===== src/rtl/qspd_pkg.sv =====
package qspd_pkg;
    localparam int NUM_PHASES = 16;
    localparam int IDX_W      = $clog2(NUM_PHASES);

    // Region widths in slots, mirrored about the centre
    localparam int W_EDGE = 4;
    localparam int W_SIDE = 2;
    localparam int W_NEAR = 1;
    localparam int W_CTR  = 2;

    // First slot of each region, counted from the window start
    localparam int B_DN2 = W_EDGE;
    localparam int B_DN1 = B_DN2 + W_SIDE;
    localparam int B_LC  = B_DN1 + W_NEAR;
    localparam int B_UP1 = B_LC + W_CTR;
    localparam int B_UP2 = B_UP1 + W_NEAR;
    localparam int B_UP4 = B_UP2 + W_SIDE;

    typedef struct packed {
        logic [2:0] up;
        logic       lock;
        logic [2:0] dn;
    } pd_out_t;
endpackage


===== src/rtl/qspd_sampler.sv =====
module qspd_sampler #(
    parameter int N = 16
) (
    input  logic         clk,
    input  logic         rst,
    input  logic         din,
    input  logic [N-1:0] stb,
    output logic [N-1:0] win_o,
    output logic         ref_o,
    output logic         ref_ok_o,
    output logic         eval_o
);
    typedef struct packed {
        logic [N-2:0] smp;
        logic         refb;
        logic         primed;
    } smp_state_t;

    smp_state_t st_d, st_q;

    always_comb begin
        st_d = st_q;
        for (int i = 0; i < N - 1; i++) begin
            if (stb[i]) st_d.smp[i] = din;
        end
        if (stb[N-1]) begin
            st_d.refb   = din;
            st_d.primed = 1'b1;
        end
        if (rst) st_d = '0;
    end

    always_ff @(posedge clk) begin
        st_q <= st_d;
    end

    assign win_o    = {din, st_q.smp};
    assign ref_o    = st_q.refb;
    assign ref_ok_o = st_q.primed;
    assign eval_o   = stb[N-1];
endmodule


===== src/rtl/qspd_locator.sv =====
module qspd_locator #(
    parameter int N     = 16,
    parameter int IDX_W = $clog2(N)
) (
    input  logic [N-1:0]     win,
    input  logic             refb,
    input  logic             ref_ok,
    output logic             found_o,
    output logic [IDX_W-1:0] idx_o
);
    logic [N-1:0] edge_v;

    assign edge_v[0] = (win[0] ^ refb) & ref_ok;

    generate
        for (genvar k = 1; k < N; k++) begin : g_edge
            assign edge_v[k] = win[k] ^ win[k-1];
        end
    endgenerate

    // Scanning downward lets the earliest edge overwrite later ones
    always_comb begin
        idx_o = '0;
        for (int k = N - 1; k >= 0; k--) begin
            if (edge_v[k]) idx_o = IDX_W'(k);
        end
    end

    assign found_o = |edge_v;
endmodule


===== src/rtl/qspd_region_map.sv =====
module qspd_region_map
    import qspd_pkg::*;
(
    input  logic             found,
    input  logic [IDX_W-1:0] idx,
    output pd_out_t          res_o
);
    int slot;

    always_comb begin
        slot  = int'(idx);
        res_o = '0;
        if (found) begin
            if (slot < B_DN2)      res_o.dn   = 3'b100;
            else if (slot < B_DN1) res_o.dn   = 3'b010;
            else if (slot < B_LC)  res_o.dn   = 3'b001;
            else if (slot < B_UP1) res_o.lock = 1'b1;
            else if (slot < B_UP2) res_o.up   = 3'b001;
            else if (slot < B_UP4) res_o.up   = 3'b010;
            else                   res_o.up   = 3'b100;
        end
    end
endmodule


===== src/rtl/qspd_top.sv =====
module qspd_top
    import qspd_pkg::*;
#(
    parameter int N_PH = NUM_PHASES
) (
    input  logic            clk,
    input  logic            rst,
    input  logic            din,
    input  logic [N_PH-1:0] phase_stb,
    output logic [2:0]      up_o,
    output logic [2:0]      dn_o,
    output logic            lock_o
);
    localparam int IW = $clog2(N_PH);

    logic [N_PH-1:0] win_w;
    logic            ref_w, ref_ok_w, eval_w, found_w;
    logic [IW-1:0]   idx_w;
    pd_out_t         map_w;
    pd_out_t         out_d, out_q;

    qspd_sampler #(.N(N_PH)) i_sampler (
        .clk      (clk),
        .rst      (rst),
        .din      (din),
        .stb      (phase_stb),
        .win_o    (win_w),
        .ref_o    (ref_w),
        .ref_ok_o (ref_ok_w),
        .eval_o   (eval_w)
    );

    qspd_locator #(.N(N_PH), .IDX_W(IW)) i_locator (
        .win     (win_w),
        .refb    (ref_w),
        .ref_ok  (ref_ok_w),
        .found_o (found_w),
        .idx_o   (idx_w)
    );

    qspd_region_map i_map (
        .found (found_w),
        .idx   (idx_w),
        .res_o (map_w)
    );

    always_comb begin
        out_d = out_q;
        if (eval_w) out_d = map_w;
        if (rst)    out_d = '0;
    end

    always_ff @(posedge clk) begin
        out_q <= out_d;
    end

    assign up_o   = out_q.up;
    assign dn_o   = out_q.dn;
    assign lock_o = out_q.lock;
endmodule


===== config.mk =====
export PLATFORM = sky130hd
export DESIGN_NAME = qspd_top
export DESIGN_NICKNAME = d
export VERILOG_FILES = /design/src/rtl/qspd_pkg.sv /design/src/rtl/qspd_sampler.sv /design/src/rtl/qspd_locator.sv /design/src/rtl/qspd_region_map.sv /design/src/rtl/qspd_top.sv
export SDC_FILE = /design/constraint.sdc
export NUM_CORES = 1
export LEC_CHECK = 0
export CAP_MARGIN = 20
export CORE_MARGIN = 4
export CORE_UTILIZATION = 33
export DETAILED_ROUTE_END_ITERATION = 12
export GPL_TIMING_DRIVEN = 0
export PLACE_DENSITY = 0.61
export SYNTH_ARGS = -nofsm -noshare
export SYNTH_HDL_FRONTEND = slang
export SYNTH_SLANG_ARGS = --single-unit

===== constraint.sdc =====
create_clock -name clk -period 2.3 [get_ports clk]
set_input_delay 0.23 -clock clk [delete_from_list [all_inputs] [get_ports clk]]
set_output_delay 0.23 -clock clk [all_outputs]
set_load 0.005 [all_outputs]

After elaboration in Yosys (flattened, before gate mapping). Index checks and enable logic that the tools add are counted.

Register bits after elaboration: 24. Logic and storage cells: 71.

Bitwise logic cells: 17. Reductions and logical operators: 1. Magnitude comparators: 6. Multiplexer cells: 27.

Operators by type and width (number): $mux W4 (19); $reduce_or A16 Y1 (1); $xor A1 B1 Y1 (16); $mux W3 (5); $lt A4 B3 Y1 const B (3); $lt A4 B4 Y1 const B (3); $mux W7 (1); $mux W1 (2); $and A1 B1 Y1 (1).

Logic depth before layout (Yosys ltp). Gate-level depths: netlist of run 1.

Depth after elaboration: 25. Depth in mapped cells: 7. Mapped depth without buffers: 6.

Cells and area by module. Synthesis of run 1 repeated with hierarchy kept, for this count alone.

Cell total of the unflattened synthesis: 171. Area, all modules: 1416.4 um^2.

Modules (own cells, without submodules): qspd_sampler (cells an instance 56, times used 1, area an instance 604.3 um^2); qspd_locator (cells an instance 82, times used 1, area an instance 478.0 um^2); qspd_top (cells an instance 22, times used 1, area an instance 247.7 um^2); qspd_region_map (cells an instance 11, times used 1, area an instance 86.3 um^2).

Least setup slack after synthesis of run 1. No wires, ideal clock.

Kind: reg2reg. Start: register i_sampler.st_q, in the netlist i_sampler.win_o[1]. End: register out_q, in the netlist lock_o. Setup time: 66 ps. Arrival time: 1624 ps. Stages on the path, launching flop included: 8. Required time: 2234 ps. Path buffers: 1. Clock period less this slack: 1690 ps. Path slack: 610 ps. Cells stage by stage: dfxtp_1 buf_4 nand2_2 nor3_2 a31oi_1 or4_1 a211o_1 a21oi_2.

Cells in the longest elaborated chain, start to end: 10. Elaborated cells between the ends (all ways): 15.

Ends and longest elaborated chain: start, declared (line qspd_sampler.sv:19) `smp_state_t st_d, st_q;`; start signal, assigned (line qspd_sampler.sv:34) `st_q <= st_d;`; $xor A1 B1 Y1 (line qspd_locator.sv:17) `assign edge_v[k] = win[k] ^ win[k-1];`; $mux W4 (3 in series) (line qspd_locator.sv:25) `if (edge_v[k]) idx_o = IDX_W'(k);`; $lt A4 B4 Y1 (line qspd_region_map.sv:17) `else if (slot < B_UP1) res_o.lock = 1'b1;`; $mux W1 (line qspd_region_map.sv:17); $mux W4 (line qspd_region_map.sv:16) `else if (slot < B_LC) res_o.dn = 3'b001;`; $mux W4 (line qspd_region_map.sv:15) `else if (slot < B_DN1) res_o.dn = 3'b010;`; $mux W4 (line qspd_region_map.sv:14) `if (slot < B_DN2) res_o.dn = 3'b100;`; $mux W7 * (line qspd_region_map.sv:13) `if (found) begin`; end signal, assigned (line qspd_top.sv:54) `out_q <= out_d;`; end, declared (line qspd_top.sv:20) `pd_out_t out_d, out_q;`.

Mark *: on every way between the ends. The rest lies on a longest branch, timed or not. A chain may end at the register's enable or synchronous reset.

Worst setup path in the final report of run 1.
Start: input port din. End: register out_q, in the netlist up_o[1].

Cells in the longest elaborated chain, start to end: 25. Elaborated cells between the ends (all ways): 31.

Ends and longest elaborated chain: start, declared (line qspd_top.sv:8) `input logic din,`; $xor A1 B1 Y1 * (line qspd_locator.sv:17); $mux W4 (16 in series) (line qspd_locator.sv:25); $lt A4 B4 Y1 (line qspd_region_map.sv:19) `else if (slot < B_UP4) res_o.up = 3'b010;`; $mux W3 (line qspd_region_map.sv:19); $mux W3 (line qspd_region_map.sv:18) `else if (slot < B_UP2) res_o.up = 3'b001;`; $mux W3 (line qspd_region_map.sv:17); $mux W4 (line qspd_region_map.sv:16); $mux W4 (line qspd_region_map.sv:15); $mux W4 (line qspd_region_map.sv:14); $mux W7 * (line qspd_region_map.sv:13).

Marked as above.

==> results summary, run 1 <==
The critical-path maximum fanout is 10. The number of nets in the layout came out at 211. TritonCTS built the clock tree.

The detailed-route vias per instance came out at 5.23. Among cell families on the critical path, the largest total delay comes from compound AO/OA/AOI/OAI gates. Summed over all layers, the global routing overflow is 0. In this run the most used layer during global routing was met2. The met2 demand-to-capacity share in global routing came out at 0.197. The critical path's slowest cell is o31ai_1.

Hold repair after CTS inserted 0 buffers. The arithmetic-cell share of the synthesized area counting full adders, half adders and majority gates is 0. The static leakage came out at 0.664 nW. The remaining design rule violation count is 0. Setup repair after global routing left no endpoint under its margin. The vertical die dimension came out at 71.5 um. In the post-synthesis netlist, the cell with the most instances is nor2_1. The core region is 3770 um^2. The worst setup path is captured at a flip-flop. The mux share of post-synthesis cell area came out at 0.128. The clock tree buffer depth came out at 2. The H-tree depth came out at 1. The number of warning messages in the yosys log came out at 0. The tool flagged a number of max-cap violations equal to 0. The number of global-route vias before repair came out at 1120. The die outline area came out at 5110 um^2.

The finished layout holds 238 standard cells, fillers aside. The remaining number of nets flagged by the antenna check after routing came out at 0. The total buffers and inverters traversed by the critical path is 2. The number of clock sinks came out at 24. The count of buffers from port buffering is 24. At the worst endpoint, the arrival time is 2.18 ns. The compound-gate portion of the synthesized area was 0.173. The kind of launch point of the worst setup path is an input pin. The share of the Yosys chip area taken by registers is 0.362.

The HPWL after detailed placement is 2330 um. The worst clock skew came out at 0.00486 ns. The net count after synthesis came out at 182. The share of synthesized area in the top cell type comes to 0.362. The number of antenna violations at the first check in global routing is 0.

Traced cell by cell, the critical path runs through clkdlybuf4s50_1, buf_2, nor2_1, nor4_1, a311oi_1, o31ai_1, nand3_1, a21oi_1. By startpoint and endpoint, the worst setup path is classified as input pin to flip-flop. The synthesized area divided by synthesized cell count came out at 8.15 um^2. The starting DRC count in detailed routing came out at 60. The final setup violation count is 0. 0 antenna diodes ended up in the layout. The worst hold path belongs to the class input pin to flip-flop. The flop-to-flop setup slack came out at 0.43 ns. Counting instances in the post-synthesis netlist gives the leading cell types as 30 x nor2_1, 24 x dfxtp_1, 17 x mux2i_1. From synthesis to final layout, the design area changed by 25.7%. The synthesized netlist occupies a cell area of 1330 um^2. The pre-antenna-repair detailed-routing pass consisted of 4 iterations. The final total negative setup slack came out at 0 ns. The number of standard cells after synthesis came out at 163. The layout has 368 filler cells. The number of cells on the worst reg-to-reg path is 6.

In the post-synthesis netlist, the biggest area contributors are dfxtp_1 36%, mux2i_1 13%, nor2_1 8.5%. In the final routed layout, each cell accounts on average for 12.7 um. The number of synthesized register bits came out at 24. The proportion of synthesized flip-flops having asynchronous set or reset is 0.

The clock period minus final worst setup slack came out at 1.99 ns. The maximum number of pins on one net before global-route repair is 13. After synthesis, the netlist uses 45 different library cells. The clock edge transition at the registers on the reported setup and hold paths came out at 0.08 ns.

The synthesized design contains 0 enable-type register cells. The placed instance area came out at 1630 um^2. The tree is rooted in a clkbuf_8. After synthesis, the largest family of logic cells by area is simple AND/OR/NAND/NOR gates. The final estimated routing congestion in global placement came out at 0.794. The required time at the endpoint of the critical path came out at 2.49 ns. From left edge to right edge, the die measures 71.5 um.

Post-CTS timing repair inserted 0 buffers for setup. The total power per unit cell area is 551 nW/um^2. The I/O pin total is 26. In the synthesized netlist the dominant register cell turns out to be dfxtp_1. The clock insertion delay at the later pin of the skew report came out at 0.27 ns.

The end of the worst register-to-register path is up_o[0]$_SDFFE_PP0P_. The number of placed instances with taps included is 235. The post-cts gate resize count is 0. Of the total synthesized cell area, the portion taken by AND, OR, NAND and NOR gates is 0.268. The starting density of the core came out at 0.352. The flow ran to the end, and the final reports show no timing, DRC or antenna violations.

Across every metal layer, demand over resource in global routing totals 0.122. The floorplan has 22 rows. IR analysis of the VDD net gives a maximum drop of 0.000195 V.

The share of the clock period used by the worst path after layout came out at 0.865. Based on the critical path, the design can be clocked at up to 0.502 GHz. Final hold analysis gives a worst-case slack of 0.323 ns. The normalized max-slew margin came out at 0.640. The critical path crosses 8 cells after its start point.

TritonCTS created 3 clock buffers. The detailed-route wire length came out at 3030 um. The XOR/XNOR share of the synthesized area came out at 0.00659. The total number of vias came out at 1245. The longest individual stage delay on the worst path came out at 0.53 ns. The number of failing hold endpoints at the final stage is 0. The met1 track utilization from global routing came out at 0.162. The critical path ends at up_o[1]$_SDFFE_PP0P_. At the pin with the least slew margin, the transition time is 0.536 ns.

The first global-routing pass estimated 5040 um of wire. Of the cells placed in the final design, the portion with a size suffix greater than 1 is 0.111. The met3 usage is 0.0224. Tracing the worst setup path back leads to its startpoint at din.

The final instance area is 1670 um^2. The worst register-to-register path begins at i_sampler.win_o[14]$_SDFFE_PP0P_. The final max-slew violation count is 0. Of all cell types, the one taking the most synthesized area is dfxtp_1.
[state kept, by name, indices dropped and copies added, names as in the netlist]
name and cells:
i_sampler.win_o 15, dn_o 3, up_o 3, i_sampler.ref_o 1, i_sampler.ref_ok_o 1, lock_o 1
[worst min-delay path by stage]
stage                    startpoint                         endpoint  slack [ns]  depth (start not counted)
2_1_floorplan                   rst              lock_o$_SDFFE_PP0P_        0.29                          1
3_3_place_gp   up_o[1]$_SDFFE_PP0P_             up_o[1]$_SDFFE_PP0P_        0.45                          2
3_5_place_dp   up_o[2]$_SDFFE_PP0P_             up_o[2]$_SDFFE_PP0P_        0.46                          2
4_1_cts               phase_stb[15]  i_sampler.ref_ok_o$_SDFFE_PP0P_        0.32                          3
5_1_grt               phase_stb[15]             up_o[2]$_SDFFE_PP0P_        0.35                          3
6_report              phase_stb[15]             up_o[2]$_SDFFE_PP0P_        0.32                          3
[kinds of logic after synthesis]
kind of cell,count (synthesis)
buf+inv,17
simple gates,74
flops,24
xor+xnor,1
compound gates,30
mux,17
[worst min-delay path, cell delays in order]
cell and delay (ns):
buf_2 0.15, nand3_1 0.10, a21oi_1 0.06
[through the flow]
stage	setup slack, ns	util	power [mW]
finish	0.309	0.443	0.920
global route	0.112	0.443	0.975
CTS	0.320	0.443	0.931
detailed placement	0.0583	0.432	0.682
global placement	0.163	0.432	0.673
floorplan	0.610	-	0.603
[layer usage]
| metal | vias to the layer above | routed length (um) |
|---|---|---|
| met3 | 4 | 110 |
| met2 | 18 | 1470 |
| met1 | 584 | 1420 |
| met4 | 0 | 34 |
| li1 | 639 | - |
| met5 | - | 0 |
[layout by cell type (no fill, tap or decap), types with 2 or more instances in the layout]
cell	instances
nand3b_1	2
o21ai_0	4
nand4_1	2
nor3_1	4
and3_1	3
o22ai_1	2
and2_1	2
clkbuf_8	3
a221oi_1	2
clkdlybuf4s50_1	24
nor3_2	2
or4_1	2
dfxtp_1	24
nor4_1	2
buf_4	3
nor2_1	30
inv_1	5
a21oi_1	5
clkbuf_1	2
buf_2	6
nand2_1	15
nand3_1	5
mux2i_1	17
[cell type report]
| class | count | area (um^2) | share of cell area |
|---|---|---|---|
| plain buffers | 12 | 63.8 | 0.0382 |
| clock buffers | 3 | 41.3 | 0.0247 |
| inverters | 5 | 18.8 | 0.0112 |
| multi-input cells | 122 | 766 | 0.458 |
| flip-flops and latches | 24 | 480 | 0.288 |
| well taps | 48 | 60.1 | 0.0360 |
| repair buffers | 24 | 240 | 0.144 |
[power by group]
| part | internal, mW | leakage, nW | switching (mW) | total [mW] |
|---|---|---|---|---|
| clock | 0.117 | 0.0216 | 0.130 | 0.247 |
| sequential | 0.439 | 0.197 | 0.0217 | 0.461 |
| combinational | 0.106 | 0.445 | 0.106 | 0.212 |
(Power assumes the default switching activity.)
==> inputs of run 2 (changes only) <==
--- a/config.mk
+++ b/config.mk
@@ -8,6 +8,7 @@
 export CAP_MARGIN = 20
 export CORE_MARGIN = 4
 export CORE_UTILIZATION = 33
+export CTS_BUF_LIST = sky130_fd_sc_hd__clkbuf_16
 export DETAILED_ROUTE_END_ITERATION = 12
 export GPL_TIMING_DRIVEN = 0
 export PLACE_DENSITY = 0.61
==> results summary, run 2 (synthesis results as in run 1) <==
The clock insertion delay at the later pin of the skew report came out at 0.26 ns (was 0.27 ns). The maximum number of pins on one net before global-route repair is 13 (unchanged). The total global-route track usage came out at 0.120 (was 0.122). The critical-path maximum fanout is 10 (unchanged). The total number of vias came out at 1236 (was 1245). The count of buffers from port buffering is 24 (unchanged).

The CTS root buffer is clkbuf_16 (was clkbuf_8). The detailed route wirelength on metal2 is 1470 um (about the same). The vertical die dimension is 71.5 um (unchanged). The endpoint of the worst hold-timing path is up_o[2]$_SDFFE_PP0P_ (unchanged). The detailed-route vias per instance is 5.19 (was 5.23). The post-CTS setup buffer count came out at 0 (unchanged). The H-tree depth came out at 1 (unchanged). The normalized max-slew margin is 0.628 (was 0.640). The post-DP HPWL is 2330 um (unchanged). The worst hold slack is 0.341 ns (was 0.323 ns). The number of maximum-capacitance constraint violations came to 0 (unchanged).

The endpoint arrival time on the critical path came out at 2.20 ns (was 2.18 ns). The required time at the endpoint of the critical path is 2.48 ns (was 2.49 ns). The start-to-end type of the worst setup path was input pin to flip-flop (unchanged). Unrepaired setup endpoints after global routing: false (unchanged). The number of antenna violations at the first check in global routing came out at 0 (unchanged).

The launch point of the worst reg-to-reg path is i_sampler.win_o[14]$_SDFFE_PP0P_ (unchanged). The TritonCTS clock tree is yes (unchanged). The cell depth of the worst min-delay path came out at 3 (unchanged).

The final-layout fill cell count is 365 (was 368). The path type of the worst min-delay path is input pin to flip-flop (unchanged). The total of hold buffers inserted after clock tree synthesis is 0 (unchanged).

The final max-slew violation count is 0 (unchanged). The starting density of the core is 0.352 (unchanged). The number of clock sinks is 24 (unchanged). The final estimated routing congestion in global placement is 0.794 (unchanged). The number of iterations in the first detailed-routing pass came out at 4 (unchanged). The number of cell instances on the worst register-to-register path is 6 (unchanged). The die outline area is 5110 um^2 (unchanged).

The transition at the pin with the smallest max-transition slack is 0.554 ns (was 0.536 ns). The launch point of the critical path was din (unchanged). The clock edge transition at the registers on the reported setup and hold paths came out at 0.06 ns (was 0.08 ns). The routed length per instance is 12.7 um (about the same). The met1 wire length came to 1410 um (was 1420 um). The starting DRC count in detailed routing came to 69 (was 60). The peak supply drop came out at 0.000288 V (was 0.000195 V). The hold path startpoint is phase_stb[15] (unchanged). The clock tree buffer depth is 2 (unchanged). The final setup violation count is 0 (unchanged).

The global-route wire length before repair is 5080 um (was 5040 um). The pre-CTS setup slack came to 0.0583 ns (unchanged). The overall die width is 71.5 um (unchanged). The total global routing overflow is 0 (unchanged). The number of global-route vias before repair came out at 1124 (was 1120).

The post-cts gate resize count was 0 (unchanged). The static leakage came to 0.680 nW (was 0.664 nW). Outcome: finished, final reports clean (unchanged). The remaining design rule violation count is 0 (unchanged). The detailed-route wire length is 3010 um (was 3030 um). The number of placed instances with taps included is 235 (unchanged). The total length of routed met3 wires is 116 um (was 110 um).

The count of non-filler cells in the finished layout came to 238 (unchanged). The clock period minus final worst setup slack came to 2.03 ns (was 1.99 ns). The antenna diode count is 0 (unchanged). The number of placement rows came out at 22 (unchanged). The overall power after layout was 1.05 mW (was 920 uW). The end of the worst register-to-register path is up_o[0]$_SDFFE_PP0P_ (unchanged).

The highest metal layer used by the detailed router is met4 (unchanged). The total power per unit cell area came out at 613 nW/um^2 (was 551 nW/um^2). The fraction of layout instances using a drive strength above 1 came out at 0.111 (unchanged). The number of nets in the layout came out at 211 (unchanged).

The highest clock frequency the design can meet came out at 0.494 GHz (was 0.502 GHz). The capturing element type of the critical path was a flip-flop (unchanged). The final worst slack came out at 0.274 ns (was 0.309 ns). The flop-to-flop setup slack came to 0.42 ns (was 0.43 ns). The number of flip-flops in the largest register is 15 (unchanged). The worst clock skew is 0.00582 ns (was 0.00486 ns).

The share of the clock period used by the worst path after layout was 0.881 (was 0.865). The number of buffers added by the clock tree synthesis step came out at 3 (unchanged). The leading cell type in the layout, fill and taps excluded is nor2_1 (unchanged). The final total negative setup slack is 0 ns (unchanged). The kind of launch point of the worst setup path is an input pin (unchanged). The remaining number of nets flagged by the antenna check after routing is 0 (unchanged). The core region area came out at 3770 um^2 (unchanged). Most frequent cells in the layout: 30 x nor2_1, 24 x dfxtp_1, 24 x clkdlybuf4s50_1 (unchanged).

The layout-stage area growth over the synthesis result came out at 28.2% (was 25.7%). The number of failing hold endpoints at the final stage is 0 (unchanged). The I/O pin total came out at 26 (unchanged).
[run 2: changes by cell type in the layout (fill, tap and decap cells not counted)]
cell,delta
clkbuf_16,+3
clkbuf_8,-3
[run 2: power breakdown]
part	internal [mW]	switching, mW
combinational	0.106	0.106
clock	0.230	0.142
sequential	0.440	0.0216
[run 2: how the worst max path moves through the flow]
stage | to | slack, ns | cells past startpoint
after floorplan | lock_o$_SDFFE_PP0P_ | 0.61 | 7
after global placement | up_o[0]$_SDFFE_PP0P_ | 0.16 | 7
after detailed placement | up_o[1]$_SDFFE_PP0P_ | 0.06 | 8
after CTS | up_o[1]$_SDFFE_PP0P_ | 0.30 | 8
after global routing | up_o[1]$_SDFFE_PP0P_ | 0.09 | 8
final | up_o[1]$_SDFFE_PP0P_ | 0.27 | 8
[run 2: worst max-delay path, cell delays in order]
cell	delay, ns
clkdlybuf4s50_1	0.49
buf_2	0.22
nor2_1	0.08
nor4_1	0.17
a311oi_1	0.11
o31ai_1	0.54
nand3_1	0.17
a21oi_1	0.19
[run 2: cell type report]
type	count	area, um^2	share of cell area
multi-input combinational	122	766	0.449
sequential	24	480	0.282
timing repair buffer	24	240	0.141
clock buffer	3	75.1	0.0441
buffer	12	63.8	0.0374
tap	48	60.1	0.0352
inverter	5	18.8	0.0110
[run 2: layer usage]
layer  vias to the layer above  GRT usage
met5                         -          0
met4                         0     0.0292
met3                         2     0.0252
met2                        21      0.199
met1                       577      0.159
li1                        636          -
[run 2: stage by stage]
| step | cell area [um^2] | utilization |
|---|---|---|
| floorplan | 1330 | - |
| global placement | 1630 | 0.432 |
| detailed placement | 1630 | 0.432 |
| CTS | 1700 | 0.452 |
| global route | 1700 | 0.452 |
| finish | 1700 | 0.452 |
==> inputs of run 3 (changes only) <==
--- a/config.mk
+++ b/config.mk
@@ -7,11 +7,11 @@
 export LEC_CHECK = 0
 export CAP_MARGIN = 20
 export CORE_MARGIN = 4
-export CORE_UTILIZATION = 33
+export CORE_UTILIZATION = 51
 export CTS_BUF_LIST = sky130_fd_sc_hd__clkbuf_16
 export DETAILED_ROUTE_END_ITERATION = 12
 export GPL_TIMING_DRIVEN = 0
-export PLACE_DENSITY = 0.61
+export PLACE_DENSITY = 0.85
 export SYNTH_ARGS = -nofsm -noshare
 export SYNTH_HDL_FRONTEND = slang
 export SYNTH_SLANG_ARGS = --single-unit
==> results summary, run 3 (synthesis results as in run 1) <==
The starting density of the core came out at 0.536 (was 0.352). The maximum number of pins on one net before global-route repair is 13 (unchanged). The routed length per instance was 13.7 um (was 12.7 um). The final estimated routing congestion in global placement is 0.829 (was 0.794). The vertical die dimension came out at 59.0 um (was 71.5 um).

The hold path startpoint is phase_stb[15] (unchanged). The number of global-route vias before repair was 1145 (was 1124). The post-cts gate resize count came out at 0 (unchanged). The detailed-route vias per instance came out at 5.75 (was 5.19). The overall die width came out at 59.0 um (was 71.5 um).

The launch point of the worst reg-to-reg path is i_sampler.win_o[2]$_SDFFE_PP0P_ (was i_sampler.win_o[14]$_SDFFE_PP0P_). The number of nets in the layout was 211 (unchanged). The total number of vias came out at 1265 (was 1236). The highest clock frequency the design can meet came to 0.517 GHz (was 0.494 GHz). The remaining design rule violation count was 0 (unchanged).

The worst hold slack is 0.327 ns (was 0.341 ns). The antenna diode count came out at 0 (unchanged). The critical-path maximum fanout came out at 10 (unchanged).

The starting DRC count in detailed routing is 57 (was 69). Unrepaired setup endpoints after global routing: false (unchanged). The launch point of the critical path is din (unchanged). The I/O pin total came out at 26 (unchanged). The number of maximum-capacitance constraint violations was 0 (unchanged). The post-CTS setup buffer count came out at 0 (unchanged).

The number of failing hold endpoints at the final stage is 0 (unchanged). The clock insertion delay at the later pin of the skew report came out at 0.25 ns (was 0.26 ns). The final total negative setup slack is 0 ns (unchanged). The number of placement rows is 18 (was 22). The final max-slew violation count came out at 0 (unchanged).

The static leakage is 0.680 nW (unchanged). The endpoint arrival time on the critical path is 2.11 ns (was 2.20 ns). The count of buffers from port buffering came to 24 (unchanged). The total global routing overflow is 0 (unchanged). The total global-route track usage is 0.179 (was 0.120). The CTS root buffer was clkbuf_16 (unchanged).

The total power per unit cell area came to 615 nW/um^2 (was 613 nW/um^2). The global-route wire length before repair came out at 4870 um (was 5080 um). Outcome: finished, final reports clean (unchanged). The TritonCTS clock tree is yes (unchanged). The number of antenna violations at the first check in global routing came to 0 (unchanged).

The core region area was 2480 um^2 (was 3770 um^2). The detailed-route wire length is 3010 um (about the same). The transition at the pin with the smallest max-transition slack is 0.533 ns (was 0.554 ns). The start-to-end type of the worst setup path is input pin to flip-flop (unchanged).

The path type of the worst min-delay path is input pin to flip-flop (unchanged). The fraction of layout instances using a drive strength above 1 is 0.111 (unchanged). The worst clock skew is 0.00149 ns (was 0.00582 ns).

Most frequent cells in the layout: 30 x nor2_1, 24 x dfxtp_1, 24 x clkdlybuf4s50_1 (unchanged). The final setup violation count came out at 0 (unchanged). The die outline area was 3490 um^2 (was 5110 um^2).

The peak supply drop came to 0.000399 V (was 0.000288 V). The number of iterations in the first detailed-routing pass is 4 (unchanged). The share of the clock period used by the worst path after layout was 0.841 (was 0.881). The leading cell type in the layout, fill and taps excluded is nor2_1 (unchanged). The total of hold buffers inserted after clock tree synthesis came out at 0 (unchanged). The clock period minus final worst setup slack came to 1.93 ns (was 2.03 ns). The remaining number of nets flagged by the antenna check after routing came out at 0 (unchanged).

The post-DP HPWL came to 2190 um (was 2330 um). The required time at the endpoint of the critical path came out at 2.48 ns (about the same). The clock tree buffer depth came out at 2 (unchanged). The number of buffers added by the clock tree synthesis step was 3 (unchanged).

The clock edge transition at the registers on the reported setup and hold paths came to 0.06 ns (about the same). The normalized max-slew margin is 0.635 (was 0.628). The number of flip-flops in the largest register came out at 15 (unchanged). The kind of launch point of the worst setup path is an input pin (unchanged). The number of clock sinks is 24 (unchanged). The capturing element type of the critical path is a flip-flop (unchanged). The H-tree depth came out at 1 (unchanged).

The layout-stage area growth over the synthesis result is 26.6% (was 28.2%).
run 3: cell counts in the layout (fill, tap and decap cells not counted):
No cell type changed its count.
run 3: cell type report:
type / count / area, um^2
Inverter: 5 / 18.8
Fill cell: 211 / 796
Clock buffer: 3 / 75.1
Timing Repair Buffer: 24 / 240
Tap cell: 30 / 37.5
Multi-Input combinational cell: 122 / 766
Buffer: 12 / 63.8
Sequential cell: 24 / 480
run 3: worst paths after layout:
check,endpoint,slack [ns],depth (start not counted)
worst max-delay path,up_o[1]$_SDFFE_PP0P_,0.37,8
worst min-delay path,i_sampler.ref_ok_o$_SDFFE_PP0P_,0.33,3
worst max register to register,lock_o$_SDFFE_PP0P_,0.41,6
worst min register to register,up_o[2]$_SDFFE_PP0P_,0.47,2
run 3: power by group:
group	leakage, nW	internal (mW)	total (mW)	switching, mW
clock network	0.0370	0.229	0.360	0.130
registers	0.197	0.440	0.462	0.0223
logic	0.445	0.106	0.212	0.105
run 3: metrics by stage:
stage,setup slack (ns),utilization,instances,cell area (um^2),total power [mW]
final,0.366,0.679,220,1680,1.03
after global routing,0.146,0.679,220,1680,1.08
after CTS,0.398,0.679,220,1680,1.04
after detailed placement,0.156,0.648,217,1610,0.680
after global placement,0.193,0.648,217,1610,0.669
after floorplan,0.610,-,163,1330,0.603
run 3: per-layer routing:
metal	routed length (um)	share of wire	GRT usage	vias to the layer above
li1	-	-	-	642
met1	1350	0.45	0.229	575
met2	1460	0.48	0.301	39
met3	142	0.047	0.0261	9
met4	62	0.021	0.0744	0
met5	0	0	0	-
run 3: critical path, stage by stage:
cell             delay, ns
clkdlybuf4s50_1       0.49
buf_2                 0.21
nor2_1                0.08
nor4_1                0.19
a311oi_1              0.10
o31ai_1               0.47
nand3_1               0.14
a21oi_1               0.18
